==> src/rtl/sio_cfg_pkg.sv <==
`timescale 1ns/1ps
package sio_cfg_pkg;

  // Key bytes seen on the index port
  localparam logic [7:0] KEY_OPEN  = 8'h87;
  localparam logic [7:0] KEY_CLOSE = 8'hAA;

  // Byte returned on either port while locked
  localparam logic [7:0] LOCKED_READ = 8'hFF;

  // Register indexes
  localparam logic [7:0] IX_SELECT  = 8'h07;
  localparam logic [7:0] IX_BANK_LO = 8'h30;
  localparam logic [7:0] IX_ENABLE  = 8'h30;
  localparam logic [7:0] IX_BASE_HI = 8'h60;
  localparam logic [7:0] IX_IRQ0    = 8'h70;
  localparam logic [7:0] IX_IRQ1    = 8'h72;

  typedef enum logic [1:0] {
    KS_LOCKED = 2'd0,
    KS_ARMED  = 2'd1,
    KS_OPEN   = 2'd2
  } key_state_e;

  // Base mask: loose devices keep every bit, the others lose bits [2:0]
  function automatic logic [15:0] base_mask(input logic loose);
    return loose ? 16'hFFFF : 16'hFFF8;
  endfunction

  // Index of the high byte of base slot k
  function automatic logic [7:0] base_hi_ix(input int k);
    return 8'(IX_BASE_HI + 8'(2 * k));
  endfunction

  // Index of the low byte of base slot k
  function automatic logic [7:0] base_lo_ix(input int k);
    return 8'(IX_BASE_HI + 8'(2 * k + 1));
  endfunction

  // True when the index falls in the per-device bank
  function automatic logic in_bank(input logic [7:0] ix);
    return ix >= IX_BANK_LO;
  endfunction

endpackage

==> src/rtl/sio_key_fsm.sv <==
`timescale 1ns/1ps
module sio_key_fsm
  import sio_cfg_pkg::*;
(
  input  logic       clk,
  input  logic       rst_n,
  input  logic       idx_wr,
  input  logic [7:0] wdata,
  output logic       cfg_mode,
  output logic       key_armed,
  output logic       idx_load
);

  key_state_e st_q;

  always_ff @(posedge clk) begin
    if (!rst_n) begin
      st_q <= KS_LOCKED;
    end else if (idx_wr) begin
      case (st_q)
        KS_LOCKED: st_q <= (wdata == KEY_OPEN) ? KS_ARMED : KS_LOCKED;
        KS_ARMED:  st_q <= (wdata == KEY_OPEN) ? KS_OPEN  : KS_LOCKED;
        KS_OPEN:   if (wdata == KEY_CLOSE) st_q <= KS_LOCKED;
        default:   st_q <= KS_LOCKED;
      endcase
    end
  end

  assign cfg_mode  = (st_q == KS_OPEN);
  assign key_armed = (st_q == KS_ARMED);
  assign idx_load  = idx_wr && cfg_mode && (wdata != KEY_CLOSE);

endmodule

==> src/rtl/sio_dev_bank.sv <==
`timescale 1ns/1ps
module sio_dev_bank
  import sio_cfg_pkg::*;
#(
  parameter int   BASE_W = 12,
  parameter int   IRQ_W  = 4,
  parameter logic LOOSE  = 1'b0
)(
  input  logic              clk,
  input  logic              rst_n,
  input  logic              we,
  input  logic [7:0]        ix,
  input  logic [7:0]        wdata,
  output logic              active,
  output logic [BASE_W-1:0] base0,
  output logic [BASE_W-1:0] base1,
  output logic [BASE_W-1:0] base2,
  output logic [IRQ_W-1:0]  irq0,
  output logic [IRQ_W-1:0]  irq1,
  output logic [7:0]        rdata
);

  localparam int          NSLOT  = 3;
  localparam int          HI_W   = BASE_W - 8;
  localparam logic [15:0] MASK16 = base_mask(LOOSE);
  localparam logic [7:0]  MASK_LO = MASK16[7:0];
  localparam logic [HI_W-1:0] MASK_HI = MASK16[BASE_W-1:8];

  logic              act_q;
  logic [BASE_W-1:0] base_q [NSLOT];
  logic [IRQ_W-1:0]  irq0_q;
  logic [IRQ_W-1:0]  irq1_q;

  always_ff @(posedge clk) begin
    if (!rst_n) begin
      act_q  <= 1'b0;
      irq0_q <= '0;
      irq1_q <= '0;
      for (int k = 0; k < NSLOT; k++) base_q[k] <= '0;
    end else if (we) begin
      if (ix == IX_ENABLE) act_q <= wdata[0];
      if (ix == IX_IRQ0)   irq0_q <= wdata[IRQ_W-1:0];
      if (ix == IX_IRQ1)   irq1_q <= wdata[IRQ_W-1:0];
      for (int k = 0; k < NSLOT; k++) begin
        if (ix == base_hi_ix(k)) base_q[k][BASE_W-1:8] <= wdata[HI_W-1:0] & MASK_HI;
        if (ix == base_lo_ix(k)) base_q[k][7:0]        <= wdata & MASK_LO;
      end
    end
  end

  always_comb begin
    logic [15:0] ext;
    rdata = 8'h00;
    if (ix == IX_ENABLE) rdata = {7'b0, act_q};
    if (ix == IX_IRQ0)   rdata = 8'(irq0_q);
    if (ix == IX_IRQ1)   rdata = 8'(irq1_q);
    for (int k = 0; k < NSLOT; k++) begin
      ext = 16'(base_q[k]);
      if (ix == base_hi_ix(k)) rdata = ext[15:8];
      if (ix == base_lo_ix(k)) rdata = ext[7:0];
    end
  end

  assign active = act_q;
  assign base0  = base_q[0];
  assign base1  = base_q[1];
  assign base2  = base_q[2];
  assign irq0   = irq0_q;
  assign irq1   = irq1_q;

endmodule

==> src/rtl/sio_cfg_port.sv <==
`timescale 1ns/1ps
module sio_cfg_port
  import sio_cfg_pkg::*;
#(
  parameter int                 NUM_DEV    = 32,
  parameter int                 BASE_W     = 12,
  parameter int                 IRQ_W      = 4,
  parameter logic [NUM_DEV-1:0] LOOSE_DEVS = NUM_DEV'(32'h0000_0060)
)(
  input  logic                      clk,
  input  logic                      rst_n,
  input  logic                      io_wr,
  input  logic                      io_sel,
  input  logic [7:0]                io_wdata,
  output logic [7:0]                io_rdata,
  output logic [NUM_DEV-1:0]        dev_active,
  output logic [NUM_DEV*BASE_W-1:0] dev_base0,
  output logic [NUM_DEV*BASE_W-1:0] dev_base1,
  output logic [NUM_DEV*BASE_W-1:0] dev_base2,
  output logic [NUM_DEV*IRQ_W-1:0]  dev_irq0,
  output logic [NUM_DEV*IRQ_W-1:0]  dev_irq1
);

  localparam int SEL_W = (NUM_DEV > 1) ? $clog2(NUM_DEV) : 1;

  // Named internal events
  logic               idx_wr;
  logic               dat_wr;
  logic               cfg_mode;
  logic               key_armed;
  logic               idx_load;
  logic               sel_ok;
  logic               bank_open;
  logic [NUM_DEV-1:0] bank_we;

  logic [7:0]       index_q;
  logic [7:0]       select_q;
  logic [SEL_W-1:0] bank_sel;
  logic [7:0]       bank_rd [NUM_DEV];
  logic [7:0]       sel_rd;

  assign idx_wr = io_wr && !io_sel;
  assign dat_wr = io_wr &&  io_sel;

  sio_key_fsm u_key (
    .clk       (clk),
    .rst_n     (rst_n),
    .idx_wr    (idx_wr),
    .wdata     (io_wdata),
    .cfg_mode  (cfg_mode),
    .key_armed (key_armed),
    .idx_load  (idx_load)
  );

  always_ff @(posedge clk) begin
    if (!rst_n) begin
      index_q  <= 8'h00;
      select_q <= 8'h00;
    end else begin
      if (idx_load) index_q <= io_wdata;
      if (dat_wr && cfg_mode && (index_q == IX_SELECT)) select_q <= io_wdata;
    end
  end

  assign sel_ok    = (32'(select_q) < 32'(NUM_DEV));
  assign bank_sel  = select_q[SEL_W-1:0];
  assign bank_open = dat_wr && cfg_mode && sel_ok && in_bank(index_q);

  for (genvar d = 0; d < NUM_DEV; d++) begin : g_dev
    logic [BASE_W-1:0] b0, b1, b2;
    logic [IRQ_W-1:0]  q0, q1;

    assign bank_we[d] = bank_open && (bank_sel == SEL_W'(d));

    sio_dev_bank #(
      .BASE_W (BASE_W),
      .IRQ_W  (IRQ_W),
      .LOOSE  (LOOSE_DEVS[d])
    ) u_bank (
      .clk    (clk),
      .rst_n  (rst_n),
      .we     (bank_we[d]),
      .ix     (index_q),
      .wdata  (io_wdata),
      .active (dev_active[d]),
      .base0  (b0),
      .base1  (b1),
      .base2  (b2),
      .irq0   (q0),
      .irq1   (q1),
      .rdata  (bank_rd[d])
    );

    assign dev_base0[d*BASE_W +: BASE_W] = b0;
    assign dev_base1[d*BASE_W +: BASE_W] = b1;
    assign dev_base2[d*BASE_W +: BASE_W] = b2;
    assign dev_irq0[d*IRQ_W +: IRQ_W]    = q0;
    assign dev_irq1[d*IRQ_W +: IRQ_W]    = q1;
  end

  always_comb begin
    sel_rd = 8'h00;
    for (int d = 0; d < NUM_DEV; d++) begin
      if (sel_ok && (bank_sel == SEL_W'(d))) sel_rd = bank_rd[d];
    end
  end

  always_comb begin
    if (!cfg_mode)                 io_rdata = LOCKED_READ;
    else if (!io_sel)              io_rdata = index_q;
    else if (index_q == IX_SELECT) io_rdata = select_q;
    else if (in_bank(index_q))     io_rdata = sel_rd;
    else                           io_rdata = 8'h00;
  end

endmodule

==> config.mk <==
export PLATFORM = sky130hd
export DESIGN_NAME = sio_cfg_port
export DESIGN_NICKNAME = d
export VERILOG_FILES = /design/src/rtl/sio_cfg_pkg.sv /design/src/rtl/sio_key_fsm.sv /design/src/rtl/sio_dev_bank.sv /design/src/rtl/sio_cfg_port.sv
export SDC_FILE = /design/constraint.sdc
export NUM_CORES = 2
export LEC_CHECK = 0
export BUFFER_PORTS_ARGS = -buffer_cell sky130_fd_sc_hd__buf_4
export CAP_MARGIN = 10
export CORE_AREA = 2 2 573 575
export DETAILED_ROUTE_END_ITERATION = 8
export DIE_AREA = 0 0 575 577
export MAX_ROUTING_LAYER = met4
export SLEW_MARGIN = 25
export SYNTH_ARGS = -nofsm -noshare
export SYNTH_HDL_FRONTEND = slang
export SYNTH_SLANG_ARGS = --single-unit
==> constraint.sdc <==
create_clock -name clk -period 3.4 [get_ports clk]
set_clock_uncertainty 0.15 [all_clocks]
set_input_delay 0.17 -clock clk [delete_from_list [all_inputs] [get_ports clk]]
set_output_delay 0.17 -clock clk [all_outputs]
set_load 0.005 [all_outputs]
======== Word level (Yosys, flattened, before mapping) ========
Memory sizes are Yosys's and may differ from the RTL's.
Cells that the tools add are included.
storage, ports and cells
  register bits after elaboration ......... 306
  memory bits (writable) .................. 882
  input port bits ......................... 12
  output and inout port bits .............. 1448
  logic and storage cells ................. 1647
  memories kept ........................... 32
cells by class
  magnitude comparators ................... 2
  eq/ne operators ......................... 47
  multiplexer cells ....................... 1103
  bitwise logic cells ..................... 192
  reduce and logical (&&, ||, !) cells .... 172
memory list
  name                     depth  bits a word  read ports  clocked after memory_dff  wr ports  line                RTL
  g_dev[5].u_bank.base_q   3      12           3           0                         3         sio_dev_bank.sv:30  logic [BASE_W-1:0] base_q [NSLOT];
  g_dev[6].u_bank.base_q   3      12           3           0                         3         sio_dev_bank.sv:30
  g_dev[0].u_bank.base_q   3      9            3           0                         3         sio_dev_bank.sv:30
  g_dev[10].u_bank.base_q  3      9            3           0                         3         sio_dev_bank.sv:30
  g_dev[11].u_bank.base_q  3      9            3           0                         3         sio_dev_bank.sv:30
  g_dev[12].u_bank.base_q  3      9            3           0                         3         sio_dev_bank.sv:30
  +26 memories             -      -            -           -                         -         -
operators with widths
  kind                count
  $mux 8              202
  $mux 4              192
  $mux 1              616
  $mux 5              90
  $reduce_and 2->1    97
  $or 1x1->1          192
  $eq 5x5->1 const B  16
  $logic_and 1x1->1   72
  $eq 8x7->1 const B  8
  $eq 5x4->1 const B  8
  $eq 5x3->1 const B  4
  $eq 8x8->1 const B  2
  $eq 5x2->1 const B  2
  $eq 8x3->1 const B  1
  $eq 8x6->1 const B  1
  $ge 8x6->1 const B  1
  $lt 8x6->1 const B  1
  $ne 8x8->1 const B  1
  $pmux 2 s3          1
  $eq 5x1->1 const B  1
  $logic_not 5->1     1
  $mux 2              2
  $eq 2x1->1 const B  1
  $eq 2x2->1 const B  1
  3 further kinds     3

======== Logic depth before layout (Yosys ltp) ========
  word-level depth ........................ 46
  mapped depth ............................ 14
  gate-level depth less buffers ........... 9

======== By module ========
A second synthesis with hierarchy kept.
unflattened totals
  cells, all modules ...................... 6087
  area, all modules ....................... 64022.7 µm²
by module, submodules not included
  module                               instances  cells each  area each (µm²)  seq. area each (µm²)
  sio_dev_bank (g_dev[0].u_bank ...)   17         170         1845.5           991.0
  sio_dev_bank (g_dev[12].u_bank ...)  12         176         1870.5           991.0
  sio_dev_bank (g_dev[5].u_bank ...)   2          197         2237.1           1261.2
  sio_cfg_port                         1          513         3672.3           320.3
  sio_dev_bank (g_dev[15].u_bank)      1          162         1901.8           991.0
  sio_key_fsm                          1          16          153.9            40.0

======== Least setup slack after synthesis ========
OpenSTA, ideal clock, no wires.
  path kind ............................... register -> register
  start point ............................. reg index_q[0]
  end point ............................... mem g_dev[5].u_bank.base_q[1][0] (enable)
  setup time .............................. 0.384 ns
  data arrival time ....................... 2.431 ns
  data required time ...................... 2.866 ns
  setup slack ............................. 0.435 ns
  cell stages (with the launch flop) ...... 10
  buffers on the path ..................... 6
  clock period less this slack ............ 2.965 ns
  cells stage by stage .................... dfxtp_1 -> buf_4 -> buf_2 -> nor4bb_1 -> buf_2 -> nand2_1 -> buf_2 -> clkbuf_1 -> clkbuf_1 -> o21ai_0
RTL lines
  item                    line                RTL
  start, declared         sio_cfg_port.sv:36  logic [7:0] index_q;
  start signal, assigned  sio_cfg_port.sv:60  if (idx_load) index_q <= io_wdata;
  end, declared           sio_dev_bank.sv:30

======== Final worst setup path ========
  start point ............................. reg index_q[0]
  end point ............................... out io_rdata[0]
between the ends
  longest elaborated chain between the ends .. 46
  elaborated cells on any way between the ends .. 335
  those cells by class .................... order compare: 1; eq/ne: 10; mux: 324
ends and longest elaborated chain
  item                   line                 RTL
  $eq 8x6->1             sio_dev_bank.sv:54   if (ix == IX_ENABLE) rdata = {7'b0, act_q};
  $mux 1                 sio_dev_bank.sv:54
  $mux 4                 sio_dev_bank.sv:55   if (ix == IX_IRQ0) rdata = 8'(irq0_q);
  $mux 4                 sio_dev_bank.sv:56   if (ix == IX_IRQ1) rdata = 8'(irq1_q);
  $mux 4                 sio_dev_bank.sv:59   if (ix == base_hi_ix(k)) rdata = ext[15:8];
  $mux 8                 sio_dev_bank.sv:60   if (ix == base_lo_ix(k)) rdata = ext[7:0];
  $mux 8                 sio_dev_bank.sv:59
  $mux 8                 sio_dev_bank.sv:60
  $mux 8                 sio_dev_bank.sv:59
  $mux 8                 sio_dev_bank.sv:60
  $mux 8 (32 in series)  sio_cfg_port.sv:104  if (sel_ok && (bank_sel == SEL_W'(d))) sel_rd = bank_rd[d];
  $mux 8                 sio_cfg_port.sv:112  else if (in_bank(index_q)) io_rdata = sel_rd;
  $mux 8                 sio_cfg_port.sv:111  else if (index_q == IX_SELECT) io_rdata = select_q;
  $mux 8 (*)             sio_cfg_port.sv:110  else if (!io_sel) io_rdata = index_q;
  $mux 8 (*)             sio_cfg_port.sv:109  if (!cfg_mode) io_rdata = LOCKED_READ;
  end, declared          sio_cfg_port.sv:15   output logic [7:0] io_rdata,
Every way passes the cells marked *; elsewhere a longest branch is shown, timed or not.

==> results.yml <==
drt:
  vias: 56750
  route.detailed.vias_per_inst: 4.911
  first_iter_violations: 8841
  drcViolationCount: 11
  firstDrtPassIters: 9
  post_drt_wl_per_cell_um: 41.10
  ant_nets: 0
  wirelength_um: 475000
clocking:
  ctsLongestPathBuffers: 3
  path_clk_slew_ps: 50
  htreeDepth: 4
  cts-root-buf: "clkbuf_16"
  cts_sinks: 1188
  cts_made_buffers: 140
  clk_latency_ps: 820
  cts_tree: "done"
layout:
  syn2layout_area_growth_pct: 50.21
  nets: 7088
  drive_above_1_share_pct: 38.48
power_and_ir_drop:
  clkPwrFrac_pct: 44.5
  switching_power_w: 0.009385
  seq_power_share_pct: 47.5
  intPower_w: 0.02585
  power.density_nw_per_um2: 421.4
  leakagePower_nw: 32.76
  power_frac_comb_pct: 8.0
  vdd_drop_max_mv: 0.5223
  p_sw_share_pct: 26.64
  p_total_w: 0.03523
worst_setup_path:
  reg2reg_to: "g_dev[6].u_bank.base_q[0][9]"
  cp_slowest_cell: "nor4_1"
  crit_fanout: 13
  endpoint_kind: "output pin"
  cp.required_ps: 3080
  rrSetupSlack_ps: 110
  setup.worst_path.start_class: "register"
  critical_path_class: "register to output pin"
  reg2regPathDepth: 12
  critical_path_buf_inv_count: 8
  r2r-start: "index_q[4]"
  cp.arrival_ps: 4460
  path_cells: "buf_6 > buf_6 > nor4_4 > buf_12 > buf_4 > and2_2 > buf_12 > buf_12 > buf_4 > a222oi_1 > a21oi_1 > nor4_1 > o21ai_0 > o22ai_1 > nand3_4 > buf_6"
  crit_path_max_incr_delay_ps: 490
  critPathTopFamily: "buffers and inverters"
floorplanning:
  initial_core_util_pct: 17.08
  dieWidth_um: 575
  io_pins: 1460
  core-area_um2: 325800
  fp.dieH_um: 577
  core.rowCount: 210
  die_area_um2: 331800
synthesis:
  async_flop_share_pct: 0
  syn_avg_cell_area_um2: 11.02
  ys_seq_area_share_pct: 58.59
  synthFlopType: "edfxtp_1"
  syn_area_um2: 55660
  synth_edf_count: 882
  yosys.cell_types.count: 96
  synth_seq_cells: 1188
  yosys_warnings: 0
  syn_inst: 5049
global_routing:
  antenna_found_initial: 31
  grt_overflow: 0
  grt_util_met3_pct: 10.41
  use_met2_pct: 47.32
  grt_pass1_vias: 52930
  grt_pass1_wl_um: 590300
  track_usage_pct: 28.26
  busiest_layer: "met2"
  grt_max_degree: 140
  use_met1_pct: 28.10
min_path:
  holdPathStages: 6
  hold_end: "index_q[2]"
  hold_path_class: "input port to register"
  min_from: "io_sel"
status:
  status: "finished with violations"
  violations: "DRC, setup timing"
place:
  hpwl_um: 398600
  place.gp.congestion: 1.022
  port_buffers: 1189
sta:
  period_needed_ps: 4781
  timing.hold.ws_ps: 173.3
  tightestPinTransition_ps: 1311
  fin_ws_ps: -1381
  setup_viol: 8
  final_hold_viol_count: 0
  slew_headroom_pct: 12.60
  drv_slew: 0
  fmax_mhz: 209.2
  fin_crit_sh_pct: 140.6
  rsz0062_at_grt: "yes"
job:
  maxCapViolCount: 0
[area by class of cell]
type                            count  area [um^2]
Tap cell                         4346         5438
Multi-Input combinational cell   3319        20460
Clock inverter                     67        903.4
Sequential cell                  1188        32630
Timing Repair Buffer             2416        20280
Antenna cell                       21        52.55
Inverter                           11        41.29
Clock buffer                      189         3796
Fill cell                       34720       242200
[tightest hold or removal path: stages]
cell and delay, ps:
buf_4 260, nand2b_1 170, nor2_1 70, buf_4 200
mux2i_1 160, nor2b_1 50
[per-layer routing]
metal	vias to the layer above	share of wire, %
met1	28570	32
li1	22770	-
met3	919	12
met4	0	7.6
met2	4500	48
met5	-	0
[state kept, by name, indices dropped and copies added, names as in the netlist]
name                 flops
g_dev.u_bank.active     32
g_dev.u_bank.base_q    882
g_dev.u_bank.irq0      128
g_dev.u_bank.irq1      128
index_q                  8
select_q                 8
u_key.st_q               2
[kinds of logic (layout without fill, tap and decap cells)]
kind of cell | count (synthesis) | after routing | synth area share [%]
AOI/OAI and AO/OA | 1481 | 1481 | 18.30
buffers and inverters | 811 | 2683 | 8.037
and+or+nand+nor | 1502 | 1502 | 13.82
other | 1 | 291 | 0.006738
muxes | 66 | 66 | 1.243
DFF | 1188 | 1188 | 58.59
[layout by cell type, fill, tap and decap left out, types with 27 or more instances in the layout]
cell type  instances
nor2_1           177
dfxtp_1          298
o22ai_1           51
a222oi_1         114
nor2b_1           48
a221oi_1          56
a21oi_1          169
a211oi_1          27
mux2i_1           59
and3_1           434
a31oi_1           32
edfxtp_1         882
o211ai_1          28
nand2_1          458
nor3_1            31
buf_6             37
conb_1           270
clkbuf_16        143
buf_4           2211
a21boi_0         261
o21ai_0          375
clkbuf_1          38
buf_12           137
a22oi_1          125
nand3_1          227
a22o_1            27
[stage by stage]
stage | setup slack [ps] | setup TNS [ps] | cell area [um^2] | utilization, % | instances
floorplan | 435.3 | 0 | 56670 | - | 5318
global placement | -1419 | -19330 | 76960 | 23.62 | 11200
detailed placement | -1303 | -18340 | 76980 | 23.63 | 11200
CTS | -1463 | -10570 | 82890 | 25.44 | 11510
global route | -1464 | -10690 | 83570 | 25.65 | 11550
finish | -1381 | -9908 | 83600 | 25.66 | 11560
[cells in the mapped netlist, types with 6 or more instances]
cell type	n	area, um^2
edfxtp_1	882	26490
nand2_1	467	1753
and3_1	436	2728
o21ai_0	389	1947
clkbuf_1	331	1242
buf_4	321	2410
dfxtp_1	306	6126
a21boi_0	261	1959
nand3_1	230	1151
nor2_1	184	690.7
a21oi_1	181	905.9
a22oi_1	128	960.9
a222oi_1	114	1141
buf_2	113	565.5
a221oi_1	63	551.8
mux2i_1	59	590.6
o22ai_1	53	331.6
nor2b_1	49	306.5
a211oi_1	37	277.8
a31oi_1	35	219.0
nor3_1	34	170.2
o211ai_1	28	210.2
a22o_1	27	236.5
buf_1	24	90.09
a221o_1	19	190.2
o221ai_1	15	131.4
a2111oi_0	13	113.9
a21boi_1	13	97.59
o31ai_1	12	90.09
buf_6	11	123.9
nand2b_1	11	68.82
nor4_1	11	68.82
a21o_1	10	75.07
nand4_1	10	62.56
a211o_1	9	78.83
o2111ai_1	9	78.83
a32oi_1	8	70.07
inv_1	8	30.03
or3_1	7	43.79
and2_1	6	37.54
nand4b_1	6	52.55
o21ai_1	6	30.03
[how the worst max path moves through the flow]
stage	cells past startpoint	from	endpoint	slack (ps)
final	16	index_q[0]	io_rdata[0]	-1380
after global routing	15	index_q[7]	io_rdata[2]	-1460
after CTS	15	index_q[0]	io_rdata[2]	-1460
after detailed placement	14	index_q[0]	io_rdata[0]	-1300
after global placement	15	index_q[3]	io_rdata[3]	-1420
after floorplan	9	index_q[0]	g_dev[5].u_bank.base_q[1][0]	440
[power by group through the flow]
stage          Sequential (W)  Combinational [W]  Clock (W)
5_1_grt                0.0167            0.00292     0.0163
3_3_place_gp           0.0170            0.00286          0
6_report               0.0167            0.00282     0.0157
4_1_cts                0.0167            0.00288     0.0158
3_5_place_dp           0.0170            0.00286          0
2_1_floorplan          0.0167           0.000701          0
[repair_timing]
action                     4_1_cts  5_1_grt
pin swaps                       41       64
setup buffers                   37       36
cloned                           3        2
gates resized for setup        140       87
hold buffers                    14        0
hold endpoints to repair       505        0
setup endpoints to repair      211      250
Power figures use the tool's default switching activity.
